===== config.mk =====
export PLATFORM = sky130hd
export DESIGN_NAME = ffirst_trunc
export DESIGN_NICKNAME = d
export VERILOG_FILES = /design/src/rtl/ffirst_pkg.sv /design/src/rtl/ffirst_elem_eval.sv /design/src/rtl/ffirst_idx_ctr.sv /design/src/rtl/ffirst_trunc.sv
export SDC_FILE = /design/constraint.sdc
export NUM_CORES = 1
export LEC_CHECK = 0
export BUFFER_PORTS_ARGS = -buffer_cell sky130_fd_sc_hd__buf_2
export CAP_MARGIN = 10
export CORE_MARGIN = 1.5
export CORE_UTILIZATION = 45
export DETAILED_ROUTE_END_ITERATION = 6
export PLACE_DENSITY = 0.76
export SETUP_SLACK_MARGIN = 0.02
export SKIP_CTS_REPAIR_TIMING = 1
export SLEW_MARGIN = 25
export SYNTH_ARGS = -nofsm -noshare
export SYNTH_HDL_FRONTEND = slang
export SYNTH_SLANG_ARGS = --single-unit
export TNS_END_PERCENT = 50

===== constraint.sdc =====
create_clock -name clk -period 2 [get_ports clk]
set_input_delay 0.1 -clock clk [delete_from_list [all_inputs] [get_ports clk]]
set_output_delay 0.1 -clock clk [all_outputs]
set_load 0.01 [all_outputs]

===== src/rtl/ffirst_pkg.sv =====
package ffirst_pkg;

    typedef enum logic [2:0] {
        ST_IDLE  = 3'd0,
        ST_RUN   = 3'd1,
        ST_TRUNC = 3'd2,
        ST_FAULT = 3'd3,
        ST_FULL  = 3'd4
    } ff_state_t;

    typedef enum logic {
        MODE_MEM  = 1'b0,
        MODE_COND = 1'b1
    } ff_mode_t;

    typedef struct packed {
        ff_mode_t   mode;
        logic [1:0] sel;
        logic       inv;
        logic       incl;   // inclusive counting after the record-form gate
        logic       rc1;
    } ff_cfg_t;

endpackage


===== src/rtl/ffirst_elem_eval.sv =====
module ffirst_elem_eval
    import ffirst_pkg::*;
#(
    parameter int VL_W = 7
) (
    input  ff_cfg_t         cfg,
    input  logic [VL_W-1:0] idx,
    input  logic            fault,
    input  logic [3:0]      cond,
    output logic            fail,
    output logic            exc_req,
    output logic            keep,
    output logic [VL_W-1:0] cut_vl
);

    logic hit;

    always_comb begin
        hit     = (cond[cfg.sel] == cfg.inv);
        fail    = 1'b0;
        exc_req = 1'b0;
        keep    = 1'b0;
        cut_vl  = idx;
        unique case (cfg.mode)
            MODE_MEM: begin
                fail    = fault;
                exc_req = fault && (idx == '0);
                keep    = !fault;
                cut_vl  = idx;
            end
            MODE_COND: begin
                fail    = hit;
                keep    = !cfg.rc1 && (!hit || cfg.incl);
                cut_vl  = idx + {{(VL_W-1){1'b0}}, cfg.incl};
            end
            default: ;
        endcase
    end

endmodule


===== src/rtl/ffirst_idx_ctr.sv =====
module ffirst_idx_ctr #(
    parameter int VL_W = 7
) (
    input  logic            clk,
    input  logic            rst_n,
    input  logic            clear,
    input  logic            step,
    output logic [VL_W-1:0] idx
);

    always_ff @(posedge clk or negedge rst_n) begin
        if (!rst_n)     idx <= '0;
        else if (clear) idx <= '0;
        else if (step)  idx <= idx + 1'b1;
    end

endmodule


===== src/rtl/ffirst_trunc.sv =====
module ffirst_trunc
    import ffirst_pkg::*;
#(
    parameter int VL_W = 7
) (
    input  logic            clk,
    input  logic            rst_n,
    input  logic            start,
    input  logic            cfg_mode,
    input  logic [VL_W-1:0] cfg_vl,
    input  logic [1:0]      cfg_sel,
    input  logic            cfg_inv,
    input  logic            cfg_vli,
    input  logic            cfg_rc,
    input  logic            cfg_rc1,
    input  logic            elem_valid,
    input  logic            elem_fault,
    input  logic [3:0]      elem_cond,
    output logic            wr_en,
    output logic [VL_W-1:0] new_vl,
    output logic            stop,
    output logic            done,
    output logic            raise_exc
);

    ff_state_t       state, state_nx;
    ff_cfg_t         cfg_q;
    logic [VL_W-1:0] vl_q, new_vl_q, idx;
    logic            exc_q;
    logic            accept, last;
    logic            e_fail, e_exc, e_keep;
    logic [VL_W-1:0] e_cut;

    assign accept = elem_valid && (state == ST_RUN) && !start;
    assign last   = (idx == vl_q - 1'b1);

    ffirst_idx_ctr #(.VL_W(VL_W)) u_ctr (
        .clk   (clk),
        .rst_n (rst_n),
        .clear (start),
        .step  (accept),
        .idx   (idx)
    );

    ffirst_elem_eval #(.VL_W(VL_W)) u_eval (
        .cfg     (cfg_q),
        .idx     (idx),
        .fault   (elem_fault),
        .cond    (elem_cond),
        .fail    (e_fail),
        .exc_req (e_exc),
        .keep    (e_keep),
        .cut_vl  (e_cut)
    );

    // next-state decision
    always_comb begin
        state_nx = state;
        if (start) begin
            state_nx = (cfg_vl == '0) ? ST_FULL : ST_RUN;
        end else begin
            unique case (state)
                ST_RUN: begin
                    if (accept) begin
                        if (e_exc)       state_nx = ST_FAULT;
                        else if (e_fail) state_nx = ST_TRUNC;
                        else if (last)   state_nx = ST_FULL;
                    end
                end
                ST_IDLE, ST_TRUNC, ST_FAULT, ST_FULL: state_nx = state;
                default: state_nx = ST_IDLE;
            endcase
        end
    end

    // state and captured context
    always_ff @(posedge clk or negedge rst_n) begin
        if (!rst_n) begin
            state    <= ST_IDLE;
            cfg_q    <= '0;
            vl_q     <= '0;
            new_vl_q <= '0;
            exc_q    <= 1'b0;
        end else begin
            state <= state_nx;
            exc_q <= accept && e_exc;
            if (start) begin
                cfg_q    <= '{mode: ff_mode_t'(cfg_mode), sel: cfg_sel, inv: cfg_inv,
                              incl: cfg_vli && !cfg_rc, rc1: cfg_rc1};
                vl_q     <= cfg_vl;
                new_vl_q <= cfg_vl;
            end else if (accept && e_fail && !e_exc) begin
                new_vl_q <= e_cut;
            end
        end
    end

    // outputs
    always_comb begin
        wr_en     = accept && e_keep;
        new_vl    = new_vl_q;
        raise_exc = exc_q;
        stop      = (state == ST_TRUNC) || (state == ST_FAULT);
        done      = stop || (state == ST_FULL);
    end

    a_r4_mem_cut_nonzero: assert property (@(posedge clk) disable iff (!rst_n)
        (state == ST_TRUNC && cfg_q.mode == MODE_MEM) |-> (new_vl != '0));

    a_r2_exc_single_pulse: assert property (@(posedge clk) disable iff (!rst_n)
        (raise_exc && !start) |=> !raise_exc);

    a_r2_exc_means_fault: assert property (@(posedge clk) disable iff (!rst_n)
        raise_exc |-> (stop && new_vl == vl_q));

    a_r9_rc1_no_write: assert property (@(posedge clk) disable iff (!rst_n)
        (cfg_q.mode == MODE_COND && cfg_q.rc1) |-> !wr_en);

    a_r11_frozen_after_stop: assert property (@(posedge clk) disable iff (!rst_n)
        (done && !start) |=> ($stable(new_vl) && done && !wr_en));

    a_r6_cut_bounded: assert property (@(posedge clk) disable iff (!rst_n)
        (state != ST_IDLE) |-> (new_vl <= vl_q));

endmodule


==> results.ini, run 1 <==
[setup_path]
worstPathCellList = mux2i_2 -> xor2_1 -> a311o_2 -> and2_2 -> a221o_2
crit_path_max_incr_delay_ns = 0.44
crit_arrival_ns = 2.07
cp.required_ns = 2.17
critPathLaunchType = flop
crit_path_end_kind = flop
path_class = reg -> reg
reg2reg_depth = 5
cp_max_fo = 4
crit_path_top_delay_cell = a311o_2

[place]
port_buffers = 33
dpl.hpwl_mm = 3.30
place_area_um2 = 2140
place.gp.congestion = 0.823

[synth]
synthFlopType = dfrtp_1
synth_edf_count = 0
synth_seq_cells = 31
synth_warnings = 0
yosysUniqueCellTypes = 41
syn_nets = 219
synthesis.area_um2 = 1830
postSynthCellCount = 191
postSynthAreaPerCell_um2 = 9.57
yosysSeqAreaShare_pct = 42.4
async_flop_share_pct = 100

[timing]
timing.setup.tns_ns = 0
hold_viol = 1
rsz0062_at_grt = no
min_period_ns = 1.90
tightest_slew_ns = 0.671
skew_ns = 0.00531
slew_headroom_pct = 55.3
final-setup-viol-count = 0
fmax_ghz = 0.526
whs_ns = -0.0110
min_period_over_period_pct = 95.1
drv_slew = 0

[drt]
dr.pass1.iters = 4
drc = 0
via_count = 1599
drtIter0Drc = 68
wirelength_mm = 4.41
wire_per_inst_um = 15.4
antenna_left = 0
vias_per_cell = 5.57

[worst_hold_path]
hp-class = in -> reg
hold_path_depth = 2

[final_layout]
syn_to_final_growth_pct = 23.9
seq_area_um2 = 776
nets = 267
antenna_cells = 0
mostFrequentLayoutCells = buf_2 (33), dfrtp_1 (31), nor2_1 (17)
final_common_cell = buf_2
stdcell_area_um2 = 2260
multi_input_area_um2 = 1020
drive_gt1_share_pct = 32.2
filler_cell_count = 351

[flow_run]
maxCapViolations = 0

[floorplan]
die_x_um = 66.7
start_util_pct = 48.5
io_pins = 34
num_rows = 22
die_h_um = 66.7
die-area_um2 = 4450
core_area_um2 = 3770

[global_routing]
grt_use_total_pct = 22.2
grt_remaining_overflow = 0
grt_max_degree = 32
grt_pass1_wl_mm = 7.27
antenna_found_initial = 0
grt_pass1_vias = 1555

[pwr]
fin_total_pwr_mw = 1.75
irDropWorstVdd_mv = 0.376
powerDensity_nw_per_um2 = 771
p_leak_nw = 1.08

[clocking]
clk-insertion-delay-late_ns = 0.28
cts_tree = done
cts_buffers = 5
cts.sinks = 31
clk_pin_slew_worst_paths_ns = 0.06
root_buffer = clkbuf_8
h-tree-depth = 2
clockBufferDepth = 2

[outcome]
status = finished with violations
violations = negative hold slack

==> state kept, by name (all words and copies together) (netlist names) <==
signal     count
raise_exc      1
cfg_q          6
u_ctr.idx      7
state          3
new_vl         7
vl_q           7
==> critical path, delay by kind of cell, from the launching register on <==
kind            cells  cell delay (ns)
flops               1             0.42
mux                 1             0.27
compound gates      2             0.79
simple gates        1             0.19
xor+xnor            1             0.12
==> per-stage QoR <==
stage	util, %	hold slack (ns)	instances	setup slack [ns]
6_report	60.1	-0.0110	287	0.0987
5_1_grt	60.1	0.0113	287	0.0112
4_1_cts	59.0	-0.122	287	0.0204
3_5_place_dp	56.7	0.183	280	0.00463
3_3_place_gp	56.7	0.185	280	0.0772
2_1_floorplan	-	-0.196	191	0.167
==> cell families (layout without fill, tap and decap cells) <==
logic type               Yosys count  in the layout  synth area share (%)
XOR/XNOR                          20             20                  9.58
multiplexers                       9              9                  5.27
AO/OA/AOI/OAI                     41             41                  16.6
adder cells (fa/ha/maj)            5              5                  3.42
buffers and inverters             17             65                  3.76
AND/OR/NAND/NOR                   68             68                  19.0
flip-flops                        31             31                  42.4
==> path summary, 6_finish.rpt <==
check,startpoint,endpoint,slack (ns)
max,cfg_q[4],new_vl[1],0.1
max reg2reg,cfg_q[4],new_vl[1],0.1
min in group asynchronous,rst_n,cfg_q[0],0.39
max in group asynchronous,rst_n,state[1],1.17
min reg2reg,vl_q[1],vl_q[1],0.52
min,cfg_rc,cfg_q[1],-0.01
==> synth_stat cells, types with 2 or more instances <==
library cell	count	area (um2)
nand2b_1	2	12.5
nand3_1	7	35.0
a21oi_1	8	40.0
o211ai_1	2	15.0
nor3_1	4	20.0
nor4_1	3	18.8
nand4_1	5	31.3
inv_1	8	30.0
xnor2_1	9	78.8
ha_1	5	62.6
mux2_2	5	56.3
dfrtp_1	31	776
nand2_1	13	48.8
nor2_1	17	63.8
or3_1	4	25.0
clkbuf_1	4	15.0
and2_1	6	37.5
xor2_1	11	96.3
nand3b_1	2	15.0
a221o_2	6	67.6
buf_1	2	7.51
mux2i_1	4	40.0
a21o_1	6	45.0
o21ai_0	10	50.1
==> routing by layer <==
metal	vias up	wire, um	track usage [%]
met5	-	0	0
met4	0	74	9.18
met3	9	195	4.73
met2	49	2050	35.8
met1	766	2100	29.0
li1	775	-	-
==> final cells by class <==
type / count / share of cell area, %
clock inverters: 1 / 0.221
well taps: 48 / 2.65
repair buffers: 49 / 12.7
flip-flops and latches: 31 / 34.3
multi-input cells: 143 / 45.0
inverters: 9 / 1.49
clock buffers: 6 / 3.65
==> where the power goes <==
| part | internal (mW) | leakage, nW | switching (mW) |
|---|---|---|---|
| Sequential | 0.691 | 0.390 | 0.0527 |
| Clock | 0.269 | 0.0470 | 0.221 |
| Combinational | 0.237 | 0.640 | 0.275 |
| Total | 1.20 | 1.08 | 0.549 |
(Power assumes the default switching activity.)
==> run 2, diff against run 1 <==
--- a/config.mk
+++ b/config.mk
@@ -6,7 +6,6 @@
 export NUM_CORES = 1
 export LEC_CHECK = 0
 export BUFFER_PORTS_ARGS = -buffer_cell sky130_fd_sc_hd__buf_2
-export CAP_MARGIN = 10
 export CORE_MARGIN = 1.5
 export CORE_UTILIZATION = 45
 export DETAILED_ROUTE_END_ITERATION = 6
@@ -16,5 +15,6 @@
 export SLEW_MARGIN = 25
 export SYNTH_ARGS = -nofsm -noshare
 export SYNTH_HDL_FRONTEND = slang
+export SYNTH_HIERARCHICAL = 1
 export SYNTH_SLANG_ARGS = --single-unit
 export TNS_END_PERCENT = 50
==> results.ini, run 2 <==
[outcome]
status = finished with violations
violations = negative setup slack

[final_layout]
syn_to_final_growth_pct = 23.7
multi_input_area_um2 = 1090  ; +7.2%
drive_gt1_share_pct = 33.0  ; +0.83 points
mostFrequentLayoutCells = buf_2 (33), dfrtp_1 (31), nand2_1 (14)
filler_cell_count = 343  ; -2.3%
seq_area_um2 = 776  ; unchanged
top_regs = new_vl: 7 flops, u_ctr/idx: 7 flops, vl_q: 7 flops
final_common_cell = buf_2
final_core_util_pct = 58.0  ; -2.0 points
nets = 261  ; -2.2%
antenna_cells = 0  ; unchanged
stdcell_area_um2 = 2320  ; +2.5%

[synth]
postSynthAreaPerCell_um2 = 10.1  ; +5.9%
postSynthCellCount = 185  ; -3.1%
synth_xor_area_share_pct = 8.34  ; -1.2 points
syn_nets = 212  ; -3.2%
synth_top_area_share_pct = 41.4  ; -1.1 points
synth_top_cell_by_area = dfrtp_1
synth_edf_count = 0  ; unchanged
synthesis.area_um2 = 1880  ; +2.6%
async_flop_share_pct = 100  ; unchanged
synth-compound-area-share_pct = 11.9  ; -4.7 points
yosys-top-cells-count = dfrtp_1 (31), nand2_1 (14), nor2_1 (14), o21ai_0 (12)
synthFlopType = dfrtp_1
synth_seq_cells = 31  ; unchanged
yosysSeqAreaShare_pct = 41.4  ; -1.1 points
synth_top_family_by_area = simple AND/OR/NAND/NOR gates
synth-simple-area-share_pct = 21.6  ; +2.7 points
ys_top_cells_by_area = dfrtp_1 (41%), mux2_2 (5.4%), xor2_1 (4.2%)
synthMostInstantiatedCell = dfrtp_1
synth_mux_area_share_pct = 10.1  ; +4.8 points
synth_warnings = 6  ; +6
synth_fa_ha_area_share_pct = 2.67  ; -0.75 points
yosysUniqueCellTypes = 50  ; +22%

[timing]
drv_slew = 0  ; unchanged
rsz0062_at_grt = yes
setup_slack_ns = -0.122  ; -0.221 ns
slew_headroom_pct = 52.8  ; -2.5 points
min_period_ns = 2.12  ; +0.221 ns
min_period_over_period_pct = 106  ; +11 points
hold_viol = 0  ; -1
tightest_slew_ns = 0.708  ; +0.0372 ns
fmax_ghz = 0.471  ; -10%
whs_ns = 0.0539  ; +0.0649 ns
skew_ns = 0.00556  ; +0.000245 ns
final-setup-viol-count = 6  ; +6

[clocking]
clockBufferDepth = 2  ; unchanged
root_buffer = clkbuf_8
cts_tree = done
cts.sinks = 31  ; unchanged
h-tree-depth = 2  ; unchanged
clk-insertion-delay-late_ns = 0.28  ; about the same
cts_buffers = 5  ; unchanged
clk_pin_slew_worst_paths_ns = 0.06  ; about the same

[pwr]
powerDensity_nw_per_um2 = 748  ; -2.9%
fin_total_pwr_mw = 1.74  ; -0.49%
p_seq_share_pct = 44.8  ; +2.2 points
p_comb_share_pct = 29.5  ; +0.2 points
irDropWorstVdd_mv = 0.494  ; +31%
p_int_mw = 1.20  ; +0.14%
p_leak_nw = 1.09  ; +0.83%
swShare_pct = 31.0  ; -0.43 points
p_switching_mw = 0.538  ; -1.9%
clkPwrFrac_pct = 25.6  ; -2.5 points

[floorplan]
core_area_um2 = 4000  ; +6.1%
num_rows = 23  ; +4.5%
io_pins = 34  ; unchanged
die_x_um = 67.6  ; +1.2%
die_h_um = 67.6  ; +1.2%
start_util_pct = 46.9  ; -1.6 points
die-area_um2 = 4560  ; +2.5%

[drt]
drc = 0  ; unchanged
via_count = 1560  ; -2.4%
dr.pass1.iters = 4  ; unchanged
vias_per_cell = 5.51  ; -1.1%
drtIter0Drc = 124  ; +82%
antenna_left = 0  ; unchanged
wire_per_inst_um = 14.9  ; -2.9%
wirelength_mm = 4.22  ; -4.2%

[setup_path]
crit_path_top_delay_cell = mux4_2
crit_path_end_kind = flop
crit_path_max_incr_delay_ns = 0.54  ; +0.10 ns
critPathTopFamily = multiplexers
cp_max_fo = 3  ; -1
critPathLaunchType = flop
crit_arrival_ns = 2.29  ; +0.22 ns
path_class = reg -> reg
worstPathCellList = mux4_2 -> xnor2_2 -> mux2_4 -> nor2_4 -> and2_4 -> nor4b_4 -> a211oi_2 -> o311a_1
cp.required_ns = 2.17  ; about the same
crit_buf_inv = 0  ; unchanged

[place]
port_buffers = 33  ; unchanged
place_area_um2 = 2210  ; +3.2%
place.gp.congestion = 0.836  ; +1.5%
dpl.hpwl_mm = 3.19  ; -3.2%

[global_routing]
grt_max_degree = 35  ; +9.4%
grt_use_total_pct = 21.1  ; -1.1 points
grt_pass1_vias = 1489  ; -4.2%
grt_remaining_overflow = 0  ; unchanged
grt_pass1_wl_mm = 7.04  ; -3.1%
antenna_found_initial = 0  ; unchanged

[worst_hold_path]
hp-class = in -> reg

[flow_run]
maxCapViolations = 0  ; unchanged

[run 2: cell types whose count changed in the layout (fill, tap and decap cells not counted), moves of 4 or more]
cell,before,now
a221o_2,6,0
nand3_1,7,1
a21oi_1,7,3
and2_1,6,2
mux2_2,5,9
mux2i_1,1,5
nor2_1,17,13
o21ai_1,0,4
[run 2: final timing paths]
kind	to	startpoint	slack (ns)	cells past startpoint
hold reg to reg	vl_q[6]	vl_q[6]	0.50	1
min in group asynchronous	vl_q[0]	rst_n	0.43	2
setup / recovery	state[2]	cfg_q[3]	-0.12	8
setup reg to reg	state[2]	cfg_q[3]	-0.12	8
max in group asynchronous	u_ctr/idx[0]	rst_n	1.11	2
hold / removal	cfg_q[5]	cfg_mode	0.05	2
[run 2: final cells by class]
cell class | instances | area share (%)
timing repair buffer | 48 | 12.2
clock buffer | 6 | 3.13
sequential | 31 | 33.4
inverter | 9 | 1.46
multi-input combinational | 139 | 47.1
tap | 50 | 2.70
[run 2: power by group through the flow]
stage	Combinational (mW)	Clock (mW)	Sequential (mW)
global placement	0.491	0	0.786
finish	0.513	0.445	0.779
detailed placement	0.501	0	0.787
global route	0.570	0.486	0.791
CTS	0.503	0.456	0.777
floorplan	0.340	0	0.784
[run 2: kinds of logic after synthesis]
logic type,after synthesis
buffers and inverters,15
xor gates and xnor gates,17
AOI/OAI and AO/OA,33
muxes,16
and+or+nand+nor,69
adders and majority gates,4
DFF,31
[run 2: per-layer routing]
metal | GRT usage (%) | vias to the layer above | share of wire (%)
li1 | - | 764 | -
met1 | 27.3 | 744 | 45
met2 | 34.1 | 45 | 50
met3 | 4.83 | 7 | 4.0
met4 | 8.42 | 0 | 1.3
met5 | 0 | - | 0
[run 2: per-stage QoR]
stage | TNS (ns) | setup slack (ns) | std cells
5_1_grt | -0.920 | -0.199 | 283
3_3_place_gp | -0.127 | -0.0750 | 275
4_1_cts | -0.436 | -0.152 | 281
2_1_floorplan | -0.0565 | -0.0248 | 185
6_report | -0.283 | -0.122 | 283
3_5_place_dp | -0.345 | -0.138 | 275
